<file path="src/rtl/dbgseq_pkg.sv">
package dbgseq_pkg;
   typedef enum logic [2:0] {
      SQ_IDLE  = 3'd0,
      SQ_ONE   = 3'd1,
      SQ_TWO   = 3'd2,
      SQ_THREE = 3'd3,
      SQ_FINAL = 3'd4
   } seq_state_e;

   localparam int TGT_W   = 2;
   localparam int MID_CNT = 3;

   function automatic seq_state_e tgt_to_state(input logic [TGT_W-1:0] code);
      case (code)
         2'd0:    return SQ_ONE;
         2'd1:    return SQ_TWO;
         2'd2:    return SQ_THREE;
         default: return SQ_FINAL;
      endcase
   endfunction
endpackage

</file>
<file path="src/rtl/dbgseq_tag_slot.sv">
module dbgseq_tag_slot #(
   parameter int TAG_W = 3
) (
   input  logic             clk,
   input  logic             rst_n,
   input  logic             clear_i,
   input  logic             load_i,
   input  logic [TAG_W-1:0] load_tag_i,
   input  logic             exec_vld_i,
   input  logic [TAG_W-1:0] exec_tag_i,
   output logic             fire_o
);
   logic             vld_q;
   logic [TAG_W-1:0] tag_q;

   assign fire_o = vld_q && exec_vld_i && (exec_tag_i == tag_q);

   always_ff @(posedge clk) begin
      if (!rst_n) begin
         vld_q <= 1'b0;
         tag_q <= '0;
      end else if (clear_i) begin
         vld_q <= 1'b0;
      end else if (load_i) begin
         vld_q <= 1'b1;
         tag_q <= load_tag_i;
      end else if (fire_o) begin
         vld_q <= 1'b0;
      end
   end
endmodule

</file>
<file path="src/rtl/dbgseq_pick.sv">
module dbgseq_pick
   import dbgseq_pkg::*;
#(
   parameter int NUM_CMP = 3,
   localparam int CFG_W  = MID_CNT * NUM_CMP * TGT_W
) (
   input  seq_state_e         cur_i,
   input  logic [NUM_CMP-1:0] ev_i,
   input  logic [CFG_W-1:0]   cfg_i,
   output logic               any_o,
   output seq_state_e         tgt_o
);
   logic [$clog2(MID_CNT)-1:0] row;

   always_comb begin
      row   = '0;
      any_o = |ev_i;
      tgt_o = SQ_ONE;
      case (cur_i)
         SQ_TWO:   row = 2'd1;
         SQ_THREE: row = 2'd2;
         default:  row = 2'd0;
      endcase
      // scan from the top so the lowest set index is applied last
      for (int c = NUM_CMP - 1; c >= 0; c--) begin
         if (ev_i[c])
            tgt_o = tgt_to_state(cfg_i[(int'(row) * NUM_CMP + c) * TGT_W +: TGT_W]);
      end
   end
endmodule

</file>
<file path="src/rtl/dbg_trig_seq.sv">
module dbg_trig_seq
   import dbgseq_pkg::*;
#(
   parameter int NUM_CMP  = 3,
   parameter int TAG_W    = 3,
   parameter bit USE_TAGS = 1'b1,
   localparam int CFG_W   = MID_CNT * NUM_CMP * TGT_W
) (
   input  logic               clk,
   input  logic               rst_n,
   input  logic               arm_i,
   input  logic               sw_trig_i,
   input  logic               brk_en_i,
   input  logic               dbg_mode_i,
   input  logic [NUM_CMP-1:0] cmp_hit_i,
   input  logic [NUM_CMP-1:0] cmp_tag_mode_i,
   input  logic [TAG_W-1:0]   fetch_tag_i,
   input  logic               exec_vld_i,
   input  logic [TAG_W-1:0]   exec_tag_i,
   input  logic               flush_i,
   input  logic [CFG_W-1:0]   nxt_cfg_i,
   output logic [2:0]         state_o,
   output logic               trace_trig_o,
   output logic               brk_req_o
);
   if (NUM_CMP < 1 || NUM_CMP > 8) begin : g_bad_cmp
      $error("dbg_trig_seq: NUM_CMP must be 1..8");
   end
   if (TAG_W < 1) begin : g_bad_tag
      $error("dbg_trig_seq: TAG_W must be at least 1");
   end

   seq_state_e         state_q, state_d, ev_tgt;
   logic               lock_q, trig_q, brk_q;
   logic               ev_any, in_mid, slot_clr;
   logic [NUM_CMP-1:0] hit_eff, forced_ev, tag_ev, ev_all;
   logic               exec_eff;

   assign in_mid    = (state_q == SQ_ONE) || (state_q == SQ_TWO) || (state_q == SQ_THREE);
   assign hit_eff   = dbg_mode_i ? '0 : cmp_hit_i;
   assign exec_eff  = exec_vld_i && !dbg_mode_i;
   assign forced_ev = hit_eff & ~cmp_tag_mode_i;
   assign ev_all    = forced_ev | tag_ev;
   assign slot_clr  = flush_i || (state_d != state_q);

   for (genvar c = 0; c < NUM_CMP; c++) begin : g_cmp
      if (USE_TAGS) begin : g_tag
         dbgseq_tag_slot #(.TAG_W(TAG_W)) u_slot (
            .clk        (clk),
            .rst_n      (rst_n),
            .clear_i    (slot_clr),
            .load_i     (hit_eff[c] && cmp_tag_mode_i[c] && in_mid),
            .load_tag_i (fetch_tag_i),
            .exec_vld_i (exec_eff),
            .exec_tag_i (exec_tag_i),
            .fire_o     (tag_ev[c])
         );
      end else begin : g_notag
         assign tag_ev[c] = 1'b0;
      end
   end

   dbgseq_pick #(.NUM_CMP(NUM_CMP)) u_pick (
      .cur_i (state_q),
      .ev_i  (ev_all),
      .cfg_i (nxt_cfg_i),
      .any_o (ev_any),
      .tgt_o (ev_tgt)
   );

   always_comb begin
      state_d = state_q;
      if (!arm_i)                  state_d = SQ_IDLE;
      else if (state_q == SQ_FINAL) state_d = SQ_IDLE;
      else if (sw_trig_i)           state_d = SQ_FINAL;
      else if (state_q == SQ_IDLE) begin
         if (!lock_q)               state_d = SQ_ONE;
      end
      else if (in_mid && ev_any)    state_d = ev_tgt;
   end

   always_ff @(posedge clk) begin
      if (!rst_n) begin
         state_q <= SQ_IDLE;
         lock_q  <= 1'b0;
         trig_q  <= 1'b0;
         brk_q   <= 1'b0;
      end else begin
         state_q <= state_d;
         if (!arm_i)                  lock_q <= 1'b0;
         else if (state_q == SQ_FINAL) lock_q <= 1'b1;
         trig_q  <= (state_d == SQ_FINAL);
         brk_q   <= (state_d == SQ_FINAL) && brk_en_i;
      end
   end

   assign state_o      = state_q;
   assign trace_trig_o = trig_q;
   assign brk_req_o    = brk_q;
endmodule

</file>
<file path="config.mk">
export PLATFORM = sky130hd
export DESIGN_NAME = dbg_trig_seq
export DESIGN_NICKNAME = d
export VERILOG_FILES = /design/src/rtl/dbgseq_pkg.sv /design/src/rtl/dbgseq_tag_slot.sv /design/src/rtl/dbgseq_pick.sv /design/src/rtl/dbg_trig_seq.sv
export SDC_FILE = /design/constraint.sdc
export NUM_CORES = 1
export LEC_CHECK = 0
export ABC_AREA = 0
export BUFFER_PORTS_ARGS = -buffer_cell sky130_fd_sc_hd__buf_2
export CAP_MARGIN = 25
export CORE_MARGIN = 10
export CORE_UTILIZATION = 50
export CTS_CLUSTER_SIZE = 12
export DETAILED_ROUTE_END_ITERATION = 10
export PLACE_DENSITY = 0.79
export SYNTH_ARGS = -nofsm -noshare
export SYNTH_HDL_FRONTEND = slang
export SYNTH_HIERARCHICAL = 1
export SYNTH_SLANG_ARGS = --single-unit
</file>
<file path="constraint.sdc">
create_clock -name clk -period 4.2 [get_ports clk]
set_clock_uncertainty 0.15 [all_clocks]
set_input_delay 0.21 -clock clk [delete_from_list [all_inputs] [get_ports clk]]
set_output_delay 0.21 -clock clk [all_outputs]
set_load 0.01 [all_outputs]
</file>
==> results.yml <==
critical_path:
  arrival_ns: 3.40
  crit_path_start_kind: "register"
  crit_chain: "mux2_4, mux2_4, ha_1, a22oi_1, o21ai_1, inv_1, o21ai_0, a22oi_1, o211ai_1, and2b_1, mux2i_1, nor2b_1"
  crit_path_max_incr_delay_ns: 0.72
  cpMaxStageDelayCell: "dfxtp_1"
  crit_path_end_kind: "register"
  crit_fanout: 15
  path_class: "register to register"
  cp.required_ns: 4.24
run_status:
  status: "complete, no violations"
detailed_routing:
  dr.pass1.iters: 4
  ant_nets: 0
  drc: 0
  top_layer: "met4"
  wl_met2_um: 1790
  wl_met1_um: 1290
  drt-initial-drc-count: 27
  wl_met3_um: 101
  via_count: 1193
  drt_wl_total_um: 3190
  vias_per_cell: 5.45
  wire_per_inst_um: 14.5
sta:
  finalSetupViolCount: 0
  drv_slew: 0
  slew_headroom_pct: 59.7
  hold_viol: 0
  rsz0062_at_grt: "false"
  layout_setup_ws_ns: 0.841
  layout_min_cycle_time_ns: 3.36
  period_share_pct: 80.0
  fin_tns_setup_ns: 0
  fmax_ghz: 0.298
  worst_pin_slew_ns: 0.604
logic_synthesis:
  syn-num-nets: 186
  syn_inst: 145
  synth_edf_count: 0
  synth_area_leaders: "dfxtp_1, mux2i_1, xor2_1, nor2b_1, nand2_1"
  syn-cell-area_sq_mm: 0.00128
  yosysWarnings: 6
  ys_async_sr_fraction_pct: 0
  ys_seq_area_share_pct: 28.1
  synth.top_cell.area_share_pct: 28.1
  syn_area_per_cell_sq_um: 8.84
  synth_ff_type: "dfxtp_1"
  ys_types: 39
  ys_seq_elements: 18
  post-synth-top-area-cell: "dfxtp_1"
finish:
  drive_gt1_share_pct: 28.6
  fin_nets: 231
  diodes: 0
  areaGrowthSynthToFinish_pct: 20.3
  final_common_cell: "buf_2"
  layout_common_cells: "buf_2, dfxtp_1, mux2i_1, nand2_1, nor2b_1"
pwr:
  powerDensity_mw_per_mm2: 229
  ir_worst_vdd_uv: 236
  leakage_uw: 0.000712
clocking:
  cts_made_buffers: 3
  insertion_delay_ns: 0.29
  cts_tree: "built"
  root_buffer: "clkbuf_4"
  clkTransAtPathRegs_ns: 0.10
  clock_sinks: 18
  post_cts_buffers: 0
  h-tree-depth: 1
  clk_path_buf_depth: 2
global_routing:
  grt_pass1_wl_um: 5230
  antenna_found_initial: 0
  grtUsageTotal_pct: 12.0
  grt_overflow: 0
  grt_pass1_vias: 1241
  grt_max_degree: 18
floorplanning:
  start_util_pct: 52.2
  die-area_sq_mm: 0.00499
  io_pins: 43
  num_rows: 18
  die_w_um: 70.6
  fp.coreArea_sq_mm: 0.00245
  die_h_um: 70.6
place:
  port_buffers: 42
  dp_slack_ns: 0.899
  dp_hpwl_um: 2680
  gp_congestion: 0.825
min_path:
  worstHoldPathType: "input pin to register"
job:
  drv_cap: 0
## critical path, delay by kind of cell, from the launching register on
| kind | cells | cell delay [ns] |
|---|---|---|
| AO/OA/AOI/OAI | 5 | 0.88 |
| AND/OR/NAND/NOR | 2 | 0.37 |
| buffers and inverters | 1 | 0.07 |
| flip-flops | 1 | 0.72 |
| multiplexers | 3 | 0.79 |
| adder cells (fa/ha/maj) | 1 | 0.28 |
## cell type report
class	count	area, sq um
Inverter	4	15.0
Timing Repair Buffer	43	220
Multi-Input combinational cell	120	873
Clock buffer	4	36.3
Tap cell	30	37.5
Sequential cell	18	360
Fill cell	229	912
## metrics by stage
step                power (uW)  cells  cell area, sq um  hold WS, ns  util, %
global placement           248    214              1500        0.261     61.0
detailed placement         250    214              1500        0.264     61.0
global route               373    219              1540       0.0314     62.8
CTS                        357    219              1540       0.0296     62.8
floorplan                  220    145              1280        0.179        -
finish                     353    219              1540       0.0377     62.8
## logic make-up after synthesis
logic type	share of synthesized area, %
xor gates and xnor gates	6.15
adders and majority gates	2.93
buffers and inverters	3.80
muxes	13.3
DFF	28.1
and+or+nand+nor	28.5
AOI/OAI and AO/OA	17.3
## final timing paths
kind / start / endpoint / slack [ns] / cells past startpoint
max: state_o[0] / g_cmp[2].g_tag.u_slot/tag_q[1] / 0.84 / 12
min reg2reg: lock_q / lock_q / 0.35 / 2
min: arm_i / lock_q / 0.04 / 3
max reg2reg: state_o[0] / g_cmp[2].g_tag.u_slot/tag_q[1] / 0.84 / 12
## what timing repair did
item                       4_1_cts  5_1_grt
hold endpoints to repair         1        0
resized for setup                0        0
hold buffers                     1        0
setup endpoints to repair        0        0
## per-layer routing
metal,vias to the layer above,GRT usage (%)
met5,-,0
met4,0,1.29
met3,3,3.63
met2,17,24.0
met1,556,12.1
li1,617,-
## flip-flops by register name, indices dropped and copies added (netlist names)
signal and cells:
trace_trig_o 1, brk_req_o 1, g_cmp.g_tag.u_slot/tag_q 9, g_cmp.g_tag.u_slot/vld_q 3, lock_q 1, state_o 3
## synthesized netlist by cell type, types with 4 or more instances
cell type	instances
nand2_1	12
a21o_1	4
nor2b_1	11
nor2_1	9
inv_1	4
o21ai_1	6
dfxtp_1	18
xor2_1	9
nor4_1	6
and2b_1	4
nand2b_1	4
mux2i_1	14
## where the power goes
| group | total [uW] | internal, uW | switching [uW] |
|---|---|---|---|
| clock network | 106 | 52.8 | 52.9 |
| registers | 176 | 173 | 3.81 |
| logic | 71.0 | 35.9 | 35.1 |
| total | 353 | 261 | 91.8 |
(Power assumes the default switching activity.)
